<file path="src/rtl/strop_pkg.sv">
package strop_pkg;

    typedef enum logic [2:0] {
        OP_MOVE  = 3'd0,
        OP_LOAD  = 3'd1,
        OP_STORE = 3'd2,
        OP_SCAN  = 3'd3,
        OP_CMP   = 3'd4
    } str_op_e;

    typedef enum logic [1:0] {
        RP_ONCE     = 2'd0,
        RP_COUNT    = 2'd1,
        RP_WHILE_EQ = 2'd2,
        RP_WHILE_NE = 2'd3
    } rep_mode_e;

    typedef enum logic [2:0] {
        ST_IDLE,
        ST_LAUNCH,
        ST_RD_SRC,
        ST_RD_DST,
        ST_WRITE,
        ST_STEP,
        ST_PAUSE,
        ST_DONE
    } seq_state_e;

    function automatic logic op_uses_src(str_op_e op);
        return (op == OP_MOVE) || (op == OP_LOAD) || (op == OP_CMP);
    endfunction

    function automatic logic op_uses_dst(str_op_e op);
        return (op == OP_MOVE) || (op == OP_STORE) || (op == OP_SCAN) || (op == OP_CMP);
    endfunction

    function automatic logic op_compares(str_op_e op);
        return (op == OP_SCAN) || (op == OP_CMP);
    endfunction

endpackage

</file>
<file path="src/rtl/strop_phys.sv">
module strop_phys #(
    parameter int OFF_W = 16,
    parameter int SHIFT = 4,
    localparam int PA_W = OFF_W + SHIFT
) (
    input  logic [OFF_W-1:0] seg,
    input  logic [OFF_W-1:0] off,
    output logic [PA_W-1:0]  pa
);
    // Segment base scaled by the paragraph size plus the offset; carry out is dropped.
    assign pa = {seg, {SHIFT{1'b0}}} + {{SHIFT{1'b0}}, off};
endmodule

</file>
<file path="src/rtl/strop_step.sv">
module strop_step #(
    parameter int W = 16
) (
    input  logic [W-1:0] idx,
    input  logic         wide,
    input  logic         dir,
    output logic [W-1:0] nxt
);
    logic [W-1:0] delta;

    assign delta = wide ? W'(2) : W'(1);
    assign nxt   = dir ? (idx - delta) : (idx + delta);
endmodule

</file>
<file path="src/rtl/strop_cmp.sv">
module strop_cmp #(
    parameter int W = 16,
    localparam int HALF = W / 2
) (
    input  logic [W-1:0] a,
    input  logic [W-1:0] b,
    input  logic         wide,
    output logic         eq
);
    assign eq = wide ? (a == b) : (a[HALF-1:0] == b[HALF-1:0]);
endmodule

</file>
<file path="src/rtl/strop_ctrl.sv">
module strop_ctrl
    import strop_pkg::*;
(
    input  logic       clk,
    input  logic       rst_n,
    input  logic       start,
    input  logic       resume,
    input  logic       irq,
    input  logic       mem_ack,
    input  str_op_e    op,
    input  rep_mode_e  rep,
    input  logic       cx_zero,
    input  logic       cx_one,
    input  logic       elem_eq,
    output seq_state_e state,
    output logic       load_regs,
    output logic       cap_src,
    output logic       cap_dst,
    output logic       do_step,
    output logic       mem_req,
    output logic       mem_we,
    output logic       src_side,
    output logic       busy,
    output logic       paused,
    output logic       done
);
    seq_state_e nxt;
    logic       cond_stop;

    function automatic seq_state_e first_access(str_op_e o);
        seq_state_e s;
        unique case (o)
            OP_MOVE, OP_LOAD, OP_CMP: s = ST_RD_SRC;
            OP_STORE:                 s = ST_WRITE;
            OP_SCAN:                  s = ST_RD_DST;
            default:                  s = ST_DONE;
        endcase
        return s;
    endfunction

    assign cond_stop = op_compares(op) &&
                       (((rep == RP_WHILE_EQ) && !elem_eq) ||
                        ((rep == RP_WHILE_NE) &&  elem_eq));

    // State register
    always_ff @(posedge clk or negedge rst_n) begin
        if (!rst_n) state <= ST_IDLE;
        else        state <= nxt;
    end

    // Next-state logic
    always_comb begin
        nxt = state;
        unique case (state)
            ST_IDLE:   if (start) nxt = ST_LAUNCH;
            ST_LAUNCH: nxt = ((rep != RP_ONCE) && cx_zero) ? ST_DONE : first_access(op);
            ST_RD_SRC: if (mem_ack) begin
                           if (op == OP_MOVE)     nxt = ST_WRITE;
                           else if (op == OP_CMP) nxt = ST_RD_DST;
                           else                   nxt = ST_STEP;
                       end
            ST_RD_DST: if (mem_ack) nxt = ST_STEP;
            ST_WRITE:  if (mem_ack) nxt = ST_STEP;
            ST_STEP: begin
                if ((rep == RP_ONCE) || cx_one || cond_stop) nxt = ST_DONE;
                else if (irq)                                nxt = ST_PAUSE;
                else                                         nxt = first_access(op);
            end
            ST_PAUSE:  if (resume) nxt = ST_LAUNCH;
            ST_DONE:   nxt = ST_IDLE;
            default:   nxt = ST_IDLE;
        endcase
    end

    // Outputs
    always_comb begin
        load_regs = 1'b0;
        cap_src   = 1'b0;
        cap_dst   = 1'b0;
        do_step   = 1'b0;
        mem_req   = 1'b0;
        mem_we    = 1'b0;
        src_side  = 1'b0;
        busy      = 1'b1;
        paused    = 1'b0;
        done      = 1'b0;
        unique case (state)
            ST_IDLE: begin
                busy      = 1'b0;
                load_regs = start;
            end
            ST_LAUNCH: ;
            ST_RD_SRC: begin
                mem_req  = 1'b1;
                src_side = 1'b1;
                cap_src  = mem_ack;
            end
            ST_RD_DST: begin
                mem_req = 1'b1;
                cap_dst = mem_ack;
            end
            ST_WRITE: begin
                mem_req = 1'b1;
                mem_we  = 1'b1;
            end
            ST_STEP:  do_step = 1'b1;
            ST_PAUSE: paused  = 1'b1;
            ST_DONE:  done    = 1'b1;
            default:  busy    = 1'b0;
        endcase
    end
endmodule

</file>
<file path="src/rtl/strop_engine.sv">
module strop_engine
    import strop_pkg::*;
#(
    parameter int DATA_W    = 16,
    parameter int SEG_SHIFT = 4,
    localparam int ADDR_W   = DATA_W + SEG_SHIFT,
    localparam int BYTE_W   = DATA_W / 2
) (
    input  logic              clk,
    input  logic              rst_n,
    input  logic              start,
    input  logic              resume,
    input  logic              irq,
    input  logic [2:0]        op_i,
    input  logic [1:0]        rep_i,
    input  logic              wide_i,
    input  logic              dir_i,
    input  logic [DATA_W-1:0] cx_i,
    input  logic [DATA_W-1:0] si_i,
    input  logic [DATA_W-1:0] di_i,
    input  logic [DATA_W-1:0] acc_i,
    input  logic [DATA_W-1:0] ds_i,
    input  logic [DATA_W-1:0] es_i,
    output logic              mem_req,
    output logic              mem_we,
    output logic              mem_wide,
    output logic [ADDR_W-1:0] mem_addr,
    output logic [DATA_W-1:0] mem_wdata,
    input  logic [DATA_W-1:0] mem_rdata,
    input  logic              mem_ack,
    output logic              busy,
    output logic              paused,
    output logic              done,
    output logic              zf,
    output logic [DATA_W-1:0] cx_o,
    output logic [DATA_W-1:0] si_o,
    output logic [DATA_W-1:0] di_o,
    output logic [DATA_W-1:0] acc_o
);
    localparam int NSIDE = 2;   // index 0: destination side, 1: source side

    str_op_e           op_q;
    rep_mode_e         rep_q;
    logic              wide_q, dir_q;
    logic [DATA_W-1:0] cx_q, si_q, di_q, acc_q, ds_q, es_q;
    logic [DATA_W-1:0] src_q, dst_q;
    logic              zf_q;

    seq_state_e        state;
    logic              load_regs, cap_src, cap_dst, do_step, src_side;
    logic              elem_eq;

    logic [DATA_W-1:0] seg_v  [NSIDE];
    logic [DATA_W-1:0] idx_v  [NSIDE];
    logic [DATA_W-1:0] idx_nx [NSIDE];
    logic [ADDR_W-1:0] pa_v   [NSIDE];

    assign seg_v[0] = es_q;
    assign seg_v[1] = ds_q;
    assign idx_v[0] = di_q;
    assign idx_v[1] = si_q;

    for (genvar g = 0; g < NSIDE; g++) begin : g_side
        strop_phys #(.OFF_W(DATA_W), .SHIFT(SEG_SHIFT)) u_phys (
            .seg (seg_v[g]),
            .off (idx_v[g]),
            .pa  (pa_v[g])
        );
        strop_step #(.W(DATA_W)) u_step (
            .idx  (idx_v[g]),
            .wide (wide_q),
            .dir  (dir_q),
            .nxt  (idx_nx[g])
        );
    end

    logic [DATA_W-1:0] cmp_lhs;
    assign cmp_lhs = (op_q == OP_SCAN) ? acc_q : src_q;

    strop_cmp #(.W(DATA_W)) u_cmp (
        .a    (cmp_lhs),
        .b    (dst_q),
        .wide (wide_q),
        .eq   (elem_eq)
    );

    strop_ctrl u_ctrl (
        .clk       (clk),
        .rst_n     (rst_n),
        .start     (start),
        .resume    (resume),
        .irq       (irq),
        .mem_ack   (mem_ack),
        .op        (op_q),
        .rep       (rep_q),
        .cx_zero   (cx_q == '0),
        .cx_one    (cx_q == DATA_W'(1)),
        .elem_eq   (elem_eq),
        .state     (state),
        .load_regs (load_regs),
        .cap_src   (cap_src),
        .cap_dst   (cap_dst),
        .do_step   (do_step),
        .mem_req   (mem_req),
        .mem_we    (mem_we),
        .src_side  (src_side),
        .busy      (busy),
        .paused    (paused),
        .done      (done)
    );

    // Architectural and element registers
    always_ff @(posedge clk or negedge rst_n) begin
        if (!rst_n) begin
            op_q   <= OP_MOVE;
            rep_q  <= RP_ONCE;
            wide_q <= 1'b0;
            dir_q  <= 1'b0;
            cx_q   <= '0;
            si_q   <= '0;
            di_q   <= '0;
            acc_q  <= '0;
            ds_q   <= '0;
            es_q   <= '0;
            src_q  <= '0;
            dst_q  <= '0;
            zf_q   <= 1'b0;
        end else begin
            if (load_regs) begin
                op_q   <= str_op_e'(op_i);
                rep_q  <= rep_mode_e'(rep_i);
                wide_q <= wide_i;
                dir_q  <= dir_i;
                cx_q   <= cx_i;
                si_q   <= si_i;
                di_q   <= di_i;
                acc_q  <= acc_i;
                ds_q   <= ds_i;
                es_q   <= es_i;
            end
            if (cap_src) src_q <= mem_rdata;
            if (cap_dst) dst_q <= mem_rdata;
            if (do_step) begin
                if (op_uses_src(op_q)) si_q <= idx_nx[1];
                if (op_uses_dst(op_q)) di_q <= idx_nx[0];
                if (rep_q != RP_ONCE)  cx_q <= cx_q - DATA_W'(1);
                if (op_q == OP_LOAD) begin
                    if (wide_q) acc_q <= src_q;
                    else        acc_q <= {acc_q[DATA_W-1:BYTE_W], src_q[BYTE_W-1:0]};
                end
                if (op_compares(op_q)) zf_q <= elem_eq;
            end
        end
    end

    logic [DATA_W-1:0] wr_val;
    assign wr_val    = (op_q == OP_STORE) ? acc_q : src_q;
    assign mem_wdata = wide_q ? wr_val : {{(DATA_W-BYTE_W){1'b0}}, wr_val[BYTE_W-1:0]};
    assign mem_addr  = src_side ? pa_v[1] : pa_v[0];
    assign mem_wide  = wide_q;

    assign zf    = zf_q;
    assign cx_o  = cx_q;
    assign si_o  = si_q;
    assign di_o  = di_q;
    assign acc_o = acc_q;
endmodule

</file>
<file path="config.mk">
export PLATFORM = sky130hd
export DESIGN_NAME = strop_engine
export DESIGN_NICKNAME = d
export VERILOG_FILES = /design/src/rtl/strop_pkg.sv /design/src/rtl/strop_phys.sv /design/src/rtl/strop_step.sv /design/src/rtl/strop_cmp.sv /design/src/rtl/strop_ctrl.sv /design/src/rtl/strop_engine.sv
export SDC_FILE = /design/constraint.sdc
export NUM_CORES = 1
export LEC_CHECK = 0
export CORE_AREA = 2 2 140 142
export DETAILED_ROUTE_END_ITERATION = 8
export DIE_AREA = 0 0 142 144
export PLACE_DENSITY = 0.8
export SETUP_SLACK_MARGIN = 0.5
export SYNTH_ARGS = -nofsm -noshare
export SYNTH_HDL_FRONTEND = slang
export SYNTH_SLANG_ARGS = --single-unit
</file>
<file path="constraint.sdc">
create_clock -name clk -period 8.7 [get_ports clk]
set_input_delay 0.87 -clock clk [delete_from_list [all_inputs] [get_ports clk]]
set_output_delay 0.87 -clock clk [all_outputs]
set_load 0.1 [all_outputs]
</file>
Word-level counts from Yosys, hierarchy flattened

Index checks and enable logic that the tools add are counted.

Flip-flop bits (word level): 139
Input bits: 125
Output and inout port bits: 107
Logic and storage cells: 109

$add $sub $neg: 7
Equal/unequal tests: 21
Mux-type cells: 42
Reductions and logical operators: 24

Operators by type and width:

| cell                  | count |
|---|---|
| $mux 16               | 18 |
| $add 20x16->20        | 2 |
| $add 16x16->16        | 2 |
| $sub 16x16->16        | 2 |
| $mux 3                | 9 |
| $pmux 3 s7            | 1 |
| $mux 20               | 1 |
| $eq 16x1->1 const B   | 1 |
| $eq 16x16->1          | 1 |
| $logic_not 16->1      | 1 |
| $sub 16x1->16 const B | 1 |
| $eq 3x3->1 const B    | 5 |
| $eq 3x2->1 const B    | 4 |
| $mux 1                | 11 |
| $logic_or 1x1->1      | 9 |
| $pmux 3 s3            | 1 |
| $eq 8x8->1            | 1 |
| $eq 3x1->1 const B    | 2 |
| $logic_not 3->1       | 2 |
| $ne 2x2->1 const B    | 3 |
| $reduce_or 3->1       | 2 |
| $eq 2x2->1 const B    | 2 |
| $logic_and 1x1->1     | 4 |
| $reduce_and 4->1      | 1 |
| other kinds (8)       | 8 |

Depth between registers and ports, before layout

Depth after elaboration: 11
Gate-level depth with buffers: 14
Gate-level depth less buffers: 13

By module

Synthesis repeated with hierarchy kept, for this count alone.

Cells, all modules: 1050
Area, all modules: 9954.5 sq um

By module, submodules not included:

| module       | times used | cells each | area an instance (sq um) |
|---|---|---|---|
| strop_engine | 1          | 592        | 6525.0 |
| strop_step   | 2          | 97         | 732.0 |
| strop_phys   | 2          | 90         | 675.6 |
| strop_ctrl   | 1          | 62         | 437.9 |
| strop_cmp    | 1          | 22         | 176.4 |

Least setup slack after synthesis

Ideal clock, no wire load.

Kind: reg-to-output
Start point: reg di_q[4], in the netlist di_o[4]
End point: out mem_addr[16]
Arrival time: 4.690 ns
Required time: 7.830 ns
Slack: 3.140 ns
Cell stages (with the launch flop): 12
Path buffers: 0
Cells stage by stage: dfrtp_1 ha_1 inv_1 fa_1 nor2b_1 o21a_1 o21ai_0 a21oi_1 a41oi_1 a21oi_1 xnor2_1 o21ai_0

Longest elaborated chain between the ends: 2

RTL lines:

| item                     | line                | text |
|---|---|---|
| start: declaration       | strop_engine.sv:45  | `logic [DATA_W-1:0] cx_q, si_q, di_q, acc_q, ds_q, es_q;` |
| start signal: assignment | strop_engine.sv:136 | `di_q <= di_i;` |
| start signal: assignment | strop_engine.sv:145 | `if (op_uses_dst(op_q)) di_q <= idx_nx[0];` |
| $add 20x16->20           | strop_phys.sv:11    | `assign pa = {seg, {SHIFT{1'b0}}} + {{SHIFT{1'b0}}, off};` |
| $mux 20                  | strop_engine.sv:159 | `assign mem_addr = src_side ? pa_v[1] : pa_v[0];` |
| end: declaration         | strop_engine.sv:27  | `output logic [ADDR_W-1:0] mem_addr,` |

No other way between the ends.

Worst setup path after layout

Start point: reg di_q[4], in the netlist di_o[4]
End point: out mem_addr[18]

Same word-level chain as after synthesis.

==> out/metrics.yaml <==
outcome:
  status: "complete, no violations"
flow_run:
  maxCapViolCount: 0
route:
  dr.pass1.iters: 5
  routed-wl-met3_mm: 2.024
  wire_per_inst_um: 18.41
  wirelength_mm: 29.43
  drt_iter0_drc: 628
  vias_per_cell: 5.756
  topRoutingLayerUsed: "met4"
  ant_nets: 0
  met1_length_mm: 12.59
  drc: 0
  via_count: 9204
  met2_wirelength_mm: 13.75
clock_network:
  cts_tree: "done"
  clockBufferDepth: 2
  post_cts_buffers: 0
  clock-root-buffer: "clkbuf_16"
  cts.sink_count: 139
  clk_latency_ns: 0.44
  cts_resized: 0
  postCtsHoldBufs: 0
  numCtsBuffers: 17
  htree_levels: 4
  clkTransAtPathRegs_ns: 0.07
logic_synthesis:
  async_reset_ff_frac: 1.000
  synth_fa_ha_area_frac: 0.08336
  synth_fp_nets: 1320
  synth_top_cell_by_area: "dfrtp_1"
  synth_top_family_by_area: "simple AND/OR/NAND/NOR gates"
  syn_area_sq_um: 9366
  synth-xor-area-share: 0.05330
  yosysSeqAreaShare: 0.3714
  synth_compound_area_frac: 0.1843
  avgSynthCellArea_sq_um: 8.252
  synthMostInstantiatedCell: "nand2_1"
  synthMuxAreaShare: 0.05677
  synth_enable_flop_cells: 0
  yosys-top-cells-count: "nand2_1, dfrtp_1, nor2_1, a21oi_1, ha_1"
  synth_top_area_share: 0.3714
  syn_inst: 1135
  yosys.area_share.simple: 0.2140
  ys_types: 68
  yosysWarnings: 0
  synth_seq_cells: 139
  synth_flop_cell: "dfrtp_1"
  synth_area_leaders: "dfrtp_1, nand2_1, ha_1"
floorplan:
  core-area_sq_um: 19080
  fp.dieW_um: 142
  rows: 51
  die_h_um: 144
  die_area_sq_um: 20450
  start_util: 0.4909
  boundaryPins: 232
global_routing:
  antenna_found_initial: 1
  grt-ovfl-total: 0
  first_global_vias: 8998
  grt_usage: 0.2865
  grt_start_max_net_pins: 88
  grt_pass1_wl_mm: 45.87
worst_setup_path:
  critical_path_required_ns: 7.83
  path_buf_inv: 2
  cp-end-kind: "primary output"
  critPathSlowestCell: "clkdlybuf4s50_1"
  path_common_cell: "a21oi_1"
  crit_path_max_incr_delay_ns: 1.15
  path_cells: "ha_1 -> inv_1 -> fa_1 -> nor2b_1 -> o21a_1 -> o21ai_0 -> a21oi_1 -> a41oi_1 -> a21oi_1 -> nand3_1 -> xor2_1 -> mux2i_1 -> clkdlybuf4s50_1"
  cp-start-kind: "flop"
  arrival_ns: 4.19
  critPathTopFamily: "buffers and inverters"
  crit_fanout: 4
  rrSetupSlack_ns: 5.15
  crit_type: "flop to primary output"
final_layout:
  nets: 1532
  drive_gt1_frac: 0.07279
  area_growth_pct: 33.53
place:
  place.gp.congestion: 0.9317
  dp_hpwl_mm: 20.91
  io_buffer_count: 231
sta:
  fin_tns_setup_ns: 0
  tightestPinTransition_ns: 1.053
  rsz0062_at_grt: "no"
  fin_crit_ns: 5.057
  fin_worst_skew_ns: 0.01198
  slew_headroom: 0.2958
  period_share: 0.5812
  hold_viol: 0
  timing.fmax_mhz: 197.8
  slew_violations: 0
  setup-violations-final: 0
worst_hold_path:
  hold_path_class: "primary input to async pin"
==> cells by family after synthesis <==
family | count (synthesis)
AO/OA/AOI/OAI | 271
buffers and inverters | 91
XOR/XNOR | 57
flip-flops | 139
adder cells (fa/ha/maj) | 60
AND/OR/NAND/NOR | 468
multiplexers | 49
==> layout make-up <==
class | count | area, sq um
Antenna cell | 1 | 2.502
Clock buffer | 17 | 425.4
Clock inverter | 15 | 188.9
Fill cell | 1585 | 6573
Inverter | 42 | 157.7
Multi-Input combinational cell | 905 | 5560
Sequential cell | 139 | 3478
Tap cell | 238 | 297.8
Timing Repair Buffer | 242 | 2396
==> state kept, by name (all words and copies together), names as in the netlist, 16 cells and up <==
signal / count
acc_o: 16
si_o: 16
src_q: 16
di_o: 16
cx_o: 16
es_q: 16
ds_q: 16
dst_q: 16
==> metrics by stage <==
step	hold WS, ns	util	worst slack, ns	cells	area (sq um)
floorplan	0.4497	-	3.140	1135	9366
global placement	0.4640	0.6232	4.237	1566	11890
detailed placement	0.4709	0.6232	4.142	1566	11890
CTS	0.4451	0.6554	3.676	1598	12500
global route	0.4726	0.6554	3.394	1598	12500
finish	0.4126	0.6555	3.643	1599	12510
==> cells in the final DEF, fill, tap and decap left out, drive strengths merged, types with 10 or more instances in the layout <==
cell type / n
clkbuf: 17
inv: 54
a31oi: 38
nor3: 17
clkdlybuf4s50: 230
a211oi: 10
nor2: 108
xor2: 26
nand3: 13
dfrtp: 139
mux2i: 16
a21oi: 70
o22ai: 16
xnor2: 31
ha: 56
o21a: 13
nand2: 262
buf: 12
nand2b: 14
mux2: 33
o21ai: 57
==> layer usage <==
layer | vias to the layer above | GRT usage
met2 | 392 | 0.4650
met5 | - | 0
li1 | 4397 | -
met3 | 76 | 0.05629
met1 | 4339 | 0.3716
met4 | 0 | 0.1326
==> path summary, 6_finish.rpt <==
check,startpoint,cells after the start,endpoint
hold reg to reg,ds_q[0]$_DFFE_PN0P_,2,ds_q[0]$_DFFE_PN0P_
setup reg to reg,mem_wide$_DFFE_PN0P_,13,si_o[12]$_DFF_PN0_
max in group asynchronous,rst_n,2,cx_o[5]$_DFF_PN0_
min in group clk,ds_q[0]$_DFFE_PN0P_,2,ds_q[0]$_DFFE_PN0P_
hold / removal,rst_n,1,di_o[10]$_DFF_PN0_
setup / recovery,di_o[4]$_DFF_PN0_,13,mem_addr[18]
Power is left out: the tool's default activity adds up to more than one toggle a clock period on the data nets, which glitch-free logic cannot reach.
